**src/rtl/pll_cfg_bridge.sv**
```systemverilog
module pll_cfg_bridge #(
  parameter int ADDR_W = 8,
  parameter int DRP_AW = 7,
  parameter int DRP_DW = 16
) (
  input  logic              clk,
  input  logic              rst_n,
  input  logic              bus_wr,
  input  logic              bus_rd,
  input  logic [ADDR_W-1:0] bus_addr,
  input  logic [31:0]       bus_wdata,
  output logic [31:0]       bus_rdata,
  output logic              drp_en,
  output logic              drp_we,
  output logic [DRP_AW-1:0] drp_addr,
  output logic [DRP_DW-1:0] drp_di,
  input  logic [DRP_DW-1:0] drp_do,
  input  logic              drp_rdy,
  output logic              pll_rst,
  output logic              cfg_release
);
  localparam logic [ADDR_W-1:0] OFF_RST = ADDR_W'('h40);
  localparam logic [ADDR_W-1:0] OFF_CMD = ADDR_W'('h70);
  localparam logic [ADDR_W-1:0] OFF_STS = ADDR_W'('h74);
  localparam int SEL_BIT  = 29;
  localparam int RD_BIT   = 28;
  localparam int ADDR_LSB = 16;
  localparam int BUSY_BIT = 16;
  localparam logic [31:0] CMD_MASK = (32'd1 << SEL_BIT) | (32'd1 << RD_BIT)
    | (((32'd1 << DRP_AW) - 32'd1) << ADDR_LSB) | ((32'd1 << DRP_DW) - 32'd1);

  logic [1:0]        rst_q;
  logic              busy, rd_op;
  logic [DRP_DW-1:0] rd_data;
  logic [31:0]       cmd_q;

  wire cmd_hit = bus_wr && (bus_addr == OFF_CMD);
  wire launch  = cmd_hit && bus_wdata[SEL_BIT] && !busy;
  wire done    = busy && drp_rdy;

  assign pll_rst     = ~rst_q[1];
  assign cfg_release = rst_q[0];

  always_ff @(posedge clk) begin
    if (!rst_n) begin
      rst_q    <= '0;
      busy     <= 1'b0;
      rd_op    <= 1'b0;
      rd_data  <= '0;
      cmd_q    <= '0;
      drp_en   <= 1'b0;
      drp_we   <= 1'b0;
      drp_addr <= '0;
      drp_di   <= '0;
    end else begin
      drp_en <= launch;
      drp_we <= launch && !bus_wdata[RD_BIT];
      if (launch) begin
        busy     <= 1'b1;
        rd_op    <= bus_wdata[RD_BIT];
        drp_addr <= bus_wdata[ADDR_LSB +: DRP_AW];
        drp_di   <= bus_wdata[DRP_DW-1:0];
        cmd_q    <= bus_wdata & CMD_MASK;
      end else if (done) begin
        busy <= 1'b0;
        if (rd_op) rd_data <= drp_do;
      end
      if (bus_wr && bus_addr == OFF_RST) rst_q <= bus_wdata[1:0];
    end
  end

  always_ff @(posedge clk) begin
    if (!rst_n) bus_rdata <= '0;
    else if (bus_rd) begin
      case (bus_addr)
        OFF_RST: bus_rdata <= {30'd0, rst_q};
        OFF_CMD: bus_rdata <= cmd_q;
        OFF_STS: bus_rdata <= (32'(busy) << BUSY_BIT) | 32'(rd_data);
        default: bus_rdata <= '0;
      endcase
    end
  end

  assert_en_pulse_R3: assert property (@(posedge clk) disable iff (!rst_n)
    drp_en |=> !drp_en);
  assert_we_with_en_R3: assert property (@(posedge clk) disable iff (!rst_n)
    drp_we |-> drp_en);
  assert_en_busy_R4: assert property (@(posedge clk) disable iff (!rst_n)
    drp_en |-> busy);
  assert_busy_clear_R4: assert property (@(posedge clk) disable iff (!rst_n)
    (busy && drp_rdy) |=> !busy);
  assert_no_sel_ignored_R6: assert property (@(posedge clk) disable iff (!rst_n)
    (cmd_hit && !bus_wdata[SEL_BIT]) |=> !drp_en);
  assert_drop_when_busy_R7: assert property (@(posedge clk) disable iff (!rst_n)
    busy |=> ($stable(drp_addr) && $stable(drp_di)));
  assert_idle_rdy_R8: assert property (@(posedge clk) disable iff (!rst_n)
    (!busy && drp_rdy && !launch) |=> ($stable(rd_data) && !busy));
  assert_pll_enable_R2: assert property (@(posedge clk) disable iff (!rst_n)
    (bus_wr && bus_addr == OFF_RST && bus_wdata[1]) |=> !pll_rst);
endmodule

```
**config.mk**
```make
export PLATFORM = sky130hd
export DESIGN_NAME = pll_cfg_bridge
export DESIGN_NICKNAME = d
export VERILOG_FILES = /design/src/rtl/pll_cfg_bridge.sv
export SDC_FILE = /design/constraint.sdc
export NUM_CORES = 1
export LEC_CHECK = 0
export ABC_AREA = 0
export CAP_MARGIN = 20
export CORE_MARGIN = 5
export CORE_UTILIZATION = 40
export DETAILED_ROUTE_END_ITERATION = 6
export MAX_ROUTING_LAYER = met4
export PLACE_DENSITY_LB_ADDON = 0.25
export SYNTH_ARGS = -nofsm -noshare
export SYNTH_HDL_FRONTEND = slang
export SYNTH_SLANG_ARGS = --single-unit
```
**constraint.sdc**
```tcl
create_clock -name clk -period 1.6 [get_ports clk]
set_input_delay 0.24 -clock clk [delete_from_list [all_inputs] [get_ports clk]]
set_output_delay 0.24 -clock clk [all_outputs]
set_load 0.01 [all_outputs]
```
==> out/summary.txt, run 1 <==
Reg-to-Reg Start = rst_q[0]
Grt peak-use layer = met2
GR Layer Usage met1 = 0.199
Clk_skew = 0.00593 ns
P_leak = 1.51 nW
First-pass GRT wire length = 11800 um
Setup bufs post-CTS = 0
TritonCTS Buffers = 9
Clk_lat worst skew = 0.33 ns
FP Rows = 31
Max Cap Violations = 0
Final instance area = 4110 um2
Worst-path cell chain = clkdlybuf4s50_1
Routability congestion estimate = 0.788
DR vias = 2494
Post-synthesis sequential area ratio = 0.493
Vias in the first global route = 2438
WP buf/inv = 1
DRT antenna net count = 0
Fmax = 670 MHz
Layout area overhead = 42.5%
Critical path arrival = 1.25 ns
CTS Hold Bufs = 0
Setup violators final = 0
Yosys cell types = 31
RSZ-0062 raised after global routing = no
Clk buf depth = 2
Congestion Overflow GR = 0
Clock Pin Slew Worst Setup and Hold Paths = 0.08 ns
Total GRT Usage = 0.175
Die Wd = 94.9 um
Vias per cell = 4.70
Post-route minimum period = 1.49 ns
TritonRoute pass-1 iters = 4
CP max stage delay = 0.56 ns
Ys async rst share = 0
Syn Area/Cell = 8.53 um2
Ant diodes = 0
Initial detailed-routing violation count = 37
Final WL = 7460 um
Commonest non-fill, non-tap cell in the layout = clkdlybuf4s50_1
Hold_ws = 0.415 ns
Kind of cell adding the most delay to the critical path = buffers and inverters
Crit path from = drp_addr[2]
Critical path peak fanout = 3
Most used cells in the layout excluding fill and tap cells = clkdlybuf4s50_1 (104), nand2_1 (76), dfxtp_1 (71), o21ai_0 (39), nand3_1 (28)
Crit path kind = reg -> out
Boundary pin count = 120
Main synth FF type = dfxtp_1
PwrDens = 811 nW/um2
Post_cts resized = 0
H-tree Lvls = 3
Yosys reg bits = 71
Worst min-delay path category = in -> reg
Post-Synthesis Cells = 338
Worst setup EP type = primary output
Largest net degree at the start of global routing = 53
DP Area = 3930 um2
Critical Path Start Type = flop
M3 GR Usage = 0.0351
Core Area = 7140 um2
Final Max Tran Viols = 0
Layout net count = 488
Worst-path cell with the longest stage delay = clkdlybuf4s50_1
Routed wire per std cell = 14.1 um
Die area = 9010 um2
Worst ir drop on vdd = 0.369 mV
CTS tree = yes
Post-synth EDFFs = 0
Starting Density = 0.404
Port bufs = 105
Setup slack, reg-to-reg = 0.28 ns
Status = finished, final reports clean
Cell Count, Final, Fillers Out = 531
Worst EP required = 1.36 ns
Fin. Hold Viols = 0
Fraction of layout cells with a size suffix above 1 = 0.0949
Placed Cells = 515
Synth Warn # = 0
Initial antenna violation count = 0
Die Ht = 94.9 um
Synthesized cell area = 2880 um2
Crit share post-route = 0.932
CTS root buf = clkbuf_8
Final Util = 0.576
Clock sink count = 71
Grt met2 use = 0.304
Hold Startpoint = rst_n
DRC Markers = 0
Post-DP HPWL = 5380 um
-- path summary, 6_finish.rpt --
| path | cells past startpoint | endpoint |
|---|---|---|
| max reg2reg | 4 | bus_rdata[0] |
| min reg2reg | 2 | bus_rdata[15] |
| min | 4 | drp_addr[2] |
| max | 1 | drp_addr[2] |
-- cells in the mapped netlist, drive strengths merged, types with 2 or more instances --
cell	number	area share
nor3	3	0.0091
inv	3	0.0039
nand3	28	0.049
nand4	2	0.0065
mux2i	17	0.059
nor2b	2	0.0043
buf	41	0.095
a21oi	20	0.035
and3	2	0.0043
a22o	8	0.024
nand2	76	0.099
dfxtp	71	0.49
clkbuf	10	0.013
o21ai	41	0.071
nand2b	2	0.0043
nor2	3	0.0039
-- flip-flops by register name (all words and copies together), names as in the netlist --
| signal | cells |
|---|---|
| cmd_q | 4 |
| rst_q | 2 |
| drp_we | 1 |
| drp_addr | 6 |
| drp_en | 1 |
| busy | 1 |
| drp_di | 15 |
| bus_rdata | 25 |
| rd_data | 16 |
-- power breakdown --
part / internal [W] / switching (W) / total [W]
clock network: 0.000645 / 0.000659 / 0.00130
registers: 0.00177 / 0.000000392 / 0.00177
logic: 0.000153 / 0.000109 / 0.000262
total: 0.00256 / 0.000769 / 0.00333
-- per-stage QoR --
step / setup WS [ns] / power [W] / setup TNS, ns
floorplan: 0.339 / 0.00190 / 0
global placement: -0.170 / 0.00207 / -4.47
detailed placement: -0.224 / 0.00207 / -5.65
CTS: 0.0806 / 0.00339 / 0
global route: 0.0302 / 0.00349 / 0
finish: 0.109 / 0.00333 / 0
-- kinds of logic (layout without fill, tap and decap cells) --
family,after synthesis,count (layout),share of synthesized area
AOI/OAI and AO/OA,72,72,0.138
buffers and inverters,54,142,0.112
DFF,71,71,0.493
muxes,17,17,0.0590
other,1,7,0.00130
and+or+nand+nor,123,123,0.197
-- routing by layer --
layer	routed length [um]	share of wire	vias up
met3	359	0.048	5
met4	63	0.0084	0
met5	0	0	-
met2	3760	0.50	59
li1	-	-	1288
met1	3280	0.44	1142
-- layout make-up --
cell class / instances / area, um2
Clock buffer: 11 / 151
Clock inverter: 5 / 31.3
Fill cell: 686 / 3030
Inverter: 3 / 11.3
Multi-Input combinational cell: 219 / 1160
Sequential cell: 71 / 1420
Tap cell: 99 / 124
Timing Repair Buffer: 123 / 1210
No activity file was read; power rests on OpenSTA's default activity.
==> run 2, diff against run 1 <==
--- a/config.mk
+++ b/config.mk
@@ -12,6 +12,7 @@
 export DETAILED_ROUTE_END_ITERATION = 6
 export MAX_ROUTING_LAYER = met4
 export PLACE_DENSITY_LB_ADDON = 0.25
+export SLEW_MARGIN = 20
 export SYNTH_ARGS = -nofsm -noshare
 export SYNTH_HDL_FRONTEND = slang
 export SYNTH_SLANG_ARGS = --single-unit
==> results of run 2 <==
The final DEF is identical to that of run 1; final timing and power are the same.
